--- config.mk ---
export PLATFORM = sky130hd
export DESIGN_NAME = keyed_cfg_port
export DESIGN_NICKNAME = d
export VERILOG_FILES = /design/src/rtl/keyed_cfg_pkg.sv /design/src/rtl/cfg_key_fsm.sv /design/src/rtl/cfg_global_regs.sv /design/src/rtl/cfg_dev_bank.sv /design/src/rtl/keyed_cfg_port.sv
export SDC_FILE = /design/constraint.sdc
export NUM_CORES = 1
export LEC_CHECK = 0
export ABC_AREA = 0
export ABC_CLOCK_PERIOD_IN_PS = 2900
export CAP_MARGIN = 0
export CORE_MARGIN = 8
export CORE_UTILIZATION = 35
export CTS_BUF_LIST = sky130_fd_sc_hd__clkbuf_8 sky130_fd_sc_hd__clkbuf_16
export CTS_CLUSTER_DIAMETER = 50
export DETAILED_ROUTE_END_ITERATION = 7
export GPL_TIMING_DRIVEN = 0
export SYNTH_ARGS = -nofsm -noshare
export SYNTH_HDL_FRONTEND = slang
export SYNTH_SLANG_ARGS = --single-unit
export TNS_END_PERCENT = 10
--- constraint.sdc ---
create_clock -name clk -period 2.9 [get_ports clk]
set_clock_uncertainty 0.15 [all_clocks]
set_input_delay 0.435 -clock clk [delete_from_list [all_inputs] [get_ports clk]]
set_output_delay 0.435 -clock clk [all_outputs]
set_load 0.02 [all_outputs]
--- src/rtl/keyed_cfg_pkg.sv ---
package keyed_cfg_pkg;

   localparam int BYTE_W = 8;

   typedef enum logic [1:0] {
      KS_LOCKED = 2'd0,
      KS_HALF   = 2'd1,
      KS_OPEN   = 2'd2
   } key_state_e;

   localparam logic [7:0] IDX_LDN      = 8'h07;
   localparam logic [7:0] IDX_DEVID_HI = 8'h20;
   localparam logic [7:0] IDX_DEVID_LO = 8'h21;
   localparam logic [7:0] IDX_REV      = 8'h22;
   localparam logic [7:0] IDX_VEND_HI  = 8'h23;
   localparam logic [7:0] IDX_VEND_LO  = 8'h24;
   localparam logic [7:0] IDX_BANK_EN  = 8'h30;

   localparam int PINSEL_COUNT = 4;

   // register number of pin-select slot m
   function automatic logic [7:0] pinsel_index(input int m);
      case (m)
         0:       pinsel_index = 8'h27;
         1:       pinsel_index = 8'h29;
         2:       pinsel_index = 8'h2A;
         default: pinsel_index = 8'h2B;
      endcase
   endfunction

endpackage

--- src/rtl/cfg_key_fsm.sv ---
module cfg_key_fsm
   import keyed_cfg_pkg::*;
#(
   parameter logic [7:0] UNLOCK_KEY = 8'h87,
   parameter logic [7:0] LOCK_KEY   = 8'hAA
) (
   input  logic       clk,
   input  logic       rst_n,
   input  logic       idx_wr,
   input  logic       dat_wr,
   input  logic [7:0] wdata,
   output logic       open_o,
   output logic       closing_o
);

   key_state_e st_q, st_d;

   always_comb begin
      st_d = st_q;
      case (st_q)
         KS_LOCKED: if (idx_wr && wdata == UNLOCK_KEY) st_d = KS_HALF;
         KS_HALF: begin
            if (idx_wr)      st_d = (wdata == UNLOCK_KEY) ? KS_OPEN : KS_LOCKED;
            else if (dat_wr) st_d = KS_LOCKED;
         end
         KS_OPEN:   if (idx_wr && wdata == LOCK_KEY) st_d = KS_LOCKED;
         default:   st_d = KS_LOCKED;
      endcase
   end

   always_ff @(posedge clk or negedge rst_n) begin
      if (!rst_n) st_q <= KS_LOCKED;
      else        st_q <= st_d;
   end

   assign open_o    = (st_q == KS_OPEN);
   assign closing_o = (st_q == KS_OPEN) && (st_d == KS_LOCKED);

endmodule

--- src/rtl/cfg_global_regs.sv ---
module cfg_global_regs
   import keyed_cfg_pkg::*;
#(
   parameter logic [15:0] DEVICE_ID = 16'h0A37,
   parameter logic [7:0]  REVISION  = 8'h05,
   parameter logic [15:0] VENDOR_ID = 16'h1934
) (
   input  logic                        clk,
   input  logic                        rst_n,
   input  logic                        wr_en,
   input  logic [7:0]                  idx,
   input  logic [7:0]                  wdata,
   output logic [7:0]                  ldn_o,
   output logic [PINSEL_COUNT*8-1:0]   pinsel_o,
   output logic                        rd_hit,
   output logic [7:0]                  rd_val
);

   logic [7:0] ldn_q;
   logic [7:0] ps_q [PINSEL_COUNT];

   always_ff @(posedge clk or negedge rst_n) begin
      if (!rst_n)                        ldn_q <= '0;
      else if (wr_en && idx == IDX_LDN)  ldn_q <= wdata;
   end

   for (genvar m = 0; m < PINSEL_COUNT; m++) begin : g_pinsel
      always_ff @(posedge clk or negedge rst_n) begin
         if (!rst_n)                                ps_q[m] <= '0;
         else if (wr_en && idx == pinsel_index(m))  ps_q[m] <= wdata;
      end
      assign pinsel_o[m*8 +: 8] = ps_q[m];
   end

   always_comb begin
      rd_hit = 1'b1;
      rd_val = 8'hFF;
      case (idx)
         IDX_LDN:      rd_val = ldn_q;
         IDX_DEVID_HI: rd_val = DEVICE_ID[15:8];
         IDX_DEVID_LO: rd_val = DEVICE_ID[7:0];
         IDX_REV:      rd_val = REVISION;
         IDX_VEND_HI:  rd_val = VENDOR_ID[15:8];
         IDX_VEND_LO:  rd_val = VENDOR_ID[7:0];
         default: begin
            rd_hit = 1'b0;
            for (int m = 0; m < PINSEL_COUNT; m++) begin
               if (idx == pinsel_index(m)) begin
                  rd_hit = 1'b1;
                  rd_val = ps_q[m];
               end
            end
         end
      endcase
   end

   assign ldn_o = ldn_q;

endmodule

--- src/rtl/cfg_dev_bank.sv ---
module cfg_dev_bank
   import keyed_cfg_pkg::*;
(
   input  logic       clk,
   input  logic       rst_n,
   input  logic       sel,
   input  logic       acc_wr,
   input  logic       acc_rd,
   input  logic [7:0] idx,
   input  logic [7:0] wdata,
   input  logic [7:0] ext_rdata,
   output logic       enable_o,
   output logic       wr_stb,
   output logic       rd_stb,
   output logic [7:0] rd_val
);

   logic [7:0] en_q;
   logic       is_en_reg;
   logic       is_ext;

   assign is_en_reg = (idx == IDX_BANK_EN);
   assign is_ext    = (idx > IDX_BANK_EN);

   always_ff @(posedge clk or negedge rst_n) begin
      if (!rst_n)                          en_q <= '0;
      else if (sel && acc_wr && is_en_reg) en_q <= wdata;
   end

   assign wr_stb   = sel && acc_wr && is_ext;
   assign rd_stb   = sel && acc_rd && is_ext;
   assign rd_val   = is_en_reg ? en_q : ext_rdata;
   assign enable_o = en_q[0];

endmodule

--- src/rtl/keyed_cfg_port.sv ---
module keyed_cfg_port
   import keyed_cfg_pkg::*;
#(
   parameter int          NUM_DEV    = 4,
   parameter logic [7:0]  UNLOCK_KEY = 8'h87,
   parameter logic [7:0]  LOCK_KEY   = 8'hAA,
   parameter logic [15:0] DEVICE_ID  = 16'h0A37,
   parameter logic [7:0]  REVISION   = 8'h05,
   parameter logic [15:0] VENDOR_ID  = 16'h1934
) (
   input  logic                        clk,
   input  logic                        rst_n,
   input  logic                        bus_wr,
   input  logic                        bus_rd,
   input  logic                        bus_sel,
   input  logic [7:0]                  bus_wdata,
   output logic [7:0]                  bus_rdata,
   output logic                        cfg_mode,
   output logic [NUM_DEV-1:0]          dev_enable,
   output logic [PINSEL_COUNT*8-1:0]   pin_sel,
   output logic [7:0]                  dev_reg_idx,
   output logic [7:0]                  dev_wdata,
   output logic [NUM_DEV-1:0]          dev_wr_stb,
   output logic [NUM_DEV-1:0]          dev_rd_stb,
   input  logic [NUM_DEV*8-1:0]        dev_rdata
);

   localparam logic [7:0] BANK_LIMIT = 8'(NUM_DEV);

   if (NUM_DEV < 1 || NUM_DEV > 255) begin : g_bad_num_dev
      $error("keyed_cfg_port: NUM_DEV must lie in 1..255");
   end
   if (UNLOCK_KEY == LOCK_KEY) begin : g_bad_keys
      $error("keyed_cfg_port: unlock and lock keys must differ");
   end

   logic       idx_wr, dat_wr, idx_rd, dat_rd;
   logic       open, closing;
   logic [7:0] index_q;
   logic [7:0] ldn;
   logic       bank_ok;
   logic       g_wr_en, acc_wr, acc_rd, in_bank_space;
   logic       g_hit;
   logic [7:0] g_val;
   logic [7:0] bank_val [NUM_DEV];
   logic [7:0] sel_bank_val;
   logic [7:0] rd_next;

   assign idx_wr = bus_wr && !bus_sel;
   assign dat_wr = bus_wr &&  bus_sel;
   assign idx_rd = bus_rd && !bus_wr && !bus_sel;
   assign dat_rd = bus_rd && !bus_wr &&  bus_sel;

   cfg_key_fsm #(
      .UNLOCK_KEY (UNLOCK_KEY),
      .LOCK_KEY   (LOCK_KEY)
   ) u_key (
      .clk       (clk),
      .rst_n     (rst_n),
      .idx_wr    (idx_wr),
      .dat_wr    (dat_wr),
      .wdata     (bus_wdata),
      .open_o    (open),
      .closing_o (closing)
   );

   always_ff @(posedge clk or negedge rst_n) begin
      if (!rst_n)                index_q <= '0;
      else if (closing)          index_q <= '0;
      else if (open && idx_wr)   index_q <= bus_wdata;
   end

   assign in_bank_space = (index_q >= IDX_BANK_EN);
   assign g_wr_en       = open && dat_wr && !in_bank_space;
   assign acc_wr        = open && dat_wr &&  in_bank_space;
   assign acc_rd        = open && dat_rd &&  in_bank_space;

   cfg_global_regs #(
      .DEVICE_ID (DEVICE_ID),
      .REVISION  (REVISION),
      .VENDOR_ID (VENDOR_ID)
   ) u_glob (
      .clk      (clk),
      .rst_n    (rst_n),
      .wr_en    (g_wr_en),
      .idx      (index_q),
      .wdata    (bus_wdata),
      .ldn_o    (ldn),
      .pinsel_o (pin_sel),
      .rd_hit   (g_hit),
      .rd_val   (g_val)
   );

   assign bank_ok = (ldn < BANK_LIMIT);

   for (genvar b = 0; b < NUM_DEV; b++) begin : g_bank
      cfg_dev_bank u_bank (
         .clk       (clk),
         .rst_n     (rst_n),
         .sel       (ldn == 8'(b)),
         .acc_wr    (acc_wr),
         .acc_rd    (acc_rd),
         .idx       (index_q),
         .wdata     (bus_wdata),
         .ext_rdata (dev_rdata[b*8 +: 8]),
         .enable_o  (dev_enable[b]),
         .wr_stb    (dev_wr_stb[b]),
         .rd_stb    (dev_rd_stb[b]),
         .rd_val    (bank_val[b])
      );
   end

   always_comb begin
      sel_bank_val = 8'hFF;
      for (int b = 0; b < NUM_DEV; b++) begin
         if (ldn == 8'(b)) sel_bank_val = bank_val[b];
      end
   end

   always_comb begin
      rd_next = 8'hFF;
      if (open) begin
         if (!bus_sel)           rd_next = index_q;
         else if (in_bank_space) rd_next = bank_ok ? sel_bank_val : 8'hFF;
         else if (g_hit)         rd_next = g_val;
      end
   end

   always_ff @(posedge clk or negedge rst_n) begin
      if (!rst_n)                bus_rdata <= 8'hFF;
      else if (idx_rd || dat_rd) bus_rdata <= rd_next;
   end

   assign cfg_mode    = open;
   assign dev_reg_idx = index_q;
   assign dev_wdata   = bus_wdata;

endmodule

==> results by group <==
Routing
  – Routed Antenna Nets: 0
  – Vias per inst: 5.52
  – WL/cell: 21.4 um
  – WL final: 17.8 mm
  – DRT iter0 DRCs: 315
  – DRC: 0
  – Routed via count: 4596
  – Drt pass-1 iters: 5

Power
  – PD cells: 377 nW/um^2
  – Sw Pwr: 0.618 mW
  – Reg power frac: 0.464
  – Share of total power in the clock network: 0.457
  – Switching share of power: 0.228
  – Peak supply drop: 0.000229 V
  – Lkg Pwr: 3.22 nW
  – Internal power: 2.09 mW
  – Combinational share of power: 0.078

Floorplanning
  – Die height: 139 um
  – Initial Util: 0.354
  – Core area: 15000 um^2
  – Boundary pin count: 114
  – Core Rows: 45
  – Die area: 19400 um^2
  – Die X: 139 um

Synth
  – Post-synthesis net count: 552
  – Post-Synth Adder-Cell Area: 0
  – Mapped Cells: 507
  – Netlist Area Pre-Place: 5330 um^2
  – Count leader, synth: dfrtp_1
  – Post-synthesis mux area share: 0.216
  – Synth Register Bits: 90
  – Post-synthesis sequential area ratio: 0.425
  – Post-Synth XOR/XNOR Area: 0.00164
  – Main flop type after synthesis: dfrtp_1
  – Largest family of logic cells by synthesized area: multiplexers
  – Synth Area in Compound Gates: 0.122
  – Async SR Flop Fraction: 1.00
  – YS warnings: 0
  – Commonest cells in the netlist: dfrtp_1 (82), nand2_1 (73), mux2_2 (41)
  – Yosys top cell area share: 0.385
  – Simple-gate portion of the synthesized area: 0.171
  – Synth area leaders: dfrtp_1 (39%), mux2_4 (9.0%), mux2_2 (8.7%), nand2_1 (5.1%), dfstp_2 (3.9%)
  – Mean post-synth cell area: 10.5 um^2
  – Largest area contributor in the netlist: dfrtp_1
  – Synth unique cells: 65
  – Number of synthesized flops with an enable pin: 0

Placed design
  – I/O Buffers: 113
  – Placed cell count: 809
  – Gpl congestion: 0.873
  – Post-detail-place hpwl: 13.0 mm

Worst setup path
  – CP endpoint kind: output pin
  – WP buf/inv: 5
  – R2R Path Start: dev_reg_idx[0]
  – Worst EP arrival: 2320 ps
  – R2r worst-path depth: 6
  – R2r setup slk: 60 ps
  – Delay of the slowest critical-path stage: 410 ps
  – Crit path top cell by count: buf_4
  – Worst path slowest cell: dfrtp_2
  – CP delay by family, top: buffers and inverters
  – Worst-path fanout max: 10
  – CP Class: flop to output pin
  – Cell Chain, Critical Path: clkbuf_8 -> buf_8 -> nor2_1 -> a21oi_2 -> nand4_1 -> buf_4 -> nor3_2 -> buf_4 -> clkdlybuf4s15_2
  – CP Launch Type: flop
  – Required time of the worst setup path: 2320 ps
  – R2R Path End: g_bank[2].u_bank.en_q[0]

Hold path
  – WHS Path Cells: 1
  – Hold crit path type: flop to flop
  – Worst Hold Endpoint: u_key.st_q[0]
  – Min-Delay Startpoint: u_key.st_q[1]

Timing
  – Setup violators final: 1
  – Final worst-path setup slack: -2.11 ps
  – Fin. max-slew vios: 0
  – Worst slew margin: 0.447
  – Setup TNS: -2.11 ps
  – Final period util: 1.00
  – Tmin final: 2900 ps
  – RSZ-0062 raised after global routing: true
  – Maximum clock rate: 0.345 GHz
  – Worst Max-Slew Pin Slew: 830 ps
  – Final Hold Vio Count: 0

Clock network
  – CTS tree: built
  – Htree depth: 3
  – Clock Tree Buf Depth: 2
  – CTS Buf Count: 9
  – Root buf cell: clkbuf_16
  – Clock latency on the worst-skew pair: 350 ps
  – Clock sinks: 90
  – Reg clk slew, reported paths: 60 ps

Global route
  – Largest net degree at the start of global routing: 55
  – Initial antenna violation count: 0
  – First-pass GRT wire length: 27.5 mm
  – GRT Resource Usage Total: 0.182
  – Vias in the first global route: 4611
  – Grt total ovfl: 0

Job
  – Max Cap Viol: 0

Finish
  – Share of cells above drive strength 1: 0.278
  – Fin nets: 683
  – Syn-to-layout area delta: 35.0%
  – Cell Count, Final, Fillers Out: 832

Outcome
  – Failing checks: setup timing
  – Status: finished with violations
[sequential cells by signal, summed over array words and instances, names as in the netlist]
| name | cells |
|---|---|
| g_bank.u_bank.en_q | 32 |
| u_glob.pinsel_o | 32 |
| bus_rdata | 8 |
| dev_reg_idx | 8 |
| u_glob.ldn_o | 8 |
| u_key.st_q | 2 |
[worst register-to-register path, delay by kind of cell, from the launching register on]
family / cells / cell delay (ps)
buffers and inverters: 2 / 440
DFF: 1 / 440
muxes: 1 / 400
and+or+nand+nor: 3 / 1300
[final cells by class]
cell class | count | area [um^2]
fillers | 1392 | 7840
repair buffers | 121 | 1200
flip-flops and latches | 90 | 2270
clock inverters | 4 | 50.0
well taps | 188 | 235
inverters | 4 | 15.0
plain buffers | 54 | 368
clock buffers | 12 | 267
multi-input cells | 358 | 2790
diodes | 1 | 2.50
[power groups by stage]
stage,logic [mW],registers (mW),clock network (mW)
final,0.213,1.26,1.24
after global routing,0.228,1.26,1.30
after CTS,0.211,1.26,1.25
after detailed placement,0.207,1.28,0
after global placement,0.201,1.28,0
after floorplan,0.0664,1.28,0
[kinds of logic (layout without fill, tap and decap cells)]
family | after synthesis | in the layout
multiplexers | 89 | 89
AO/OA/AOI/OAI | 102 | 102
other | 0 | 1
flip-flops | 90 | 90
AND/OR/NAND/NOR | 166 | 166
XOR/XNOR | 1 | 1
buffers and inverters | 59 | 195
[per-layer routing]
layer  global-route usage  vias up  routed length [um]  share of wire
li1                     -     2092                   -              -
met2                0.289      157                8380           0.47
met3               0.0332       20                1030          0.058
met4               0.0583        0                 327          0.018
met5                    0        -                   0              0
met1                0.244     2327                8100           0.45
[how the worst max path moves through the flow]
| stage | from | to | slack, ps | depth (start not counted) |
|---|---|---|---|---|
| finish | dev_reg_idx[0] | dev_wr_stb[1] | -2 | 9 |
| global placement | rst_n | g_bank[2].u_bank.en_q[7] | -2030 | 1 |
| detailed placement | bus_wr | dev_rd_stb[1] | -630 | 8 |
| global route | dev_reg_idx[0] | dev_wr_stb[1] | -70 | 9 |
| CTS | dev_reg_idx[0] | dev_wr_stb[1] | -90 | 9 |
| floorplan | dev_reg_idx[1] | bus_rdata[3] | 370 | 8 |
[through the flow]
step           setup WS, ps  cell area, um^2   util  hold WS, ps  total power, mW
2_1_floorplan           368             5330      -        -10.6             1.35
3_3_place_gp          -2030             6690  0.445          281             1.48
3_5_place_dp           -626             6720  0.447          287             1.49
4_1_cts               -94.2             7110  0.473          311             2.71
5_1_grt               -70.1             7190  0.478          341             2.78
6_report              -2.11             7190  0.478          323             2.71
[layout by cell type, fill, tap and decap left out, types with 3 or more instances in the layout]
cell type          n
dfrtp_1           77
o31ai_1            3
clkbuf_4           3
mux2_2            41
nand2b_1           5
o21ai_0           24
nand2_1           73
o22ai_1            8
nand4_1            3
a21oi_1           27
nor4bb_1           3
o211ai_1           3
nor2b_1            7
or3_1              6
buf_6              5
buf_2              3
dfrtp_2            5
clkdlybuf4s50_1  102
buf_4             36
a31oi_1            4
nand3_1            5
mux2i_1           12
dlygate4sd2_1      3
dfstp_2            8
mux2_4            32
clkbuf_1          15
a211oi_1           3
nor4_1             3
mux4_2             4
nor4_4             4
nor2_1            23
clkbuf_16          9
clkbuf_8           4
and2_1             4
o32ai_1            4
nor3_1             8
inv_1              5
[what timing repair did]
item / in CTS / in global routing
setup buffers: 3 / 3
hold buffers: 1 / 0
endpoints found under the hold margin: 36 / 0
gates resized for setup: 37 / 19
gates cloned: 0 / 0
setup endpoints to repair: 10 / 18
pin swaps: 1 / 2
Note: power is estimated with default switching activity, not from simulation.
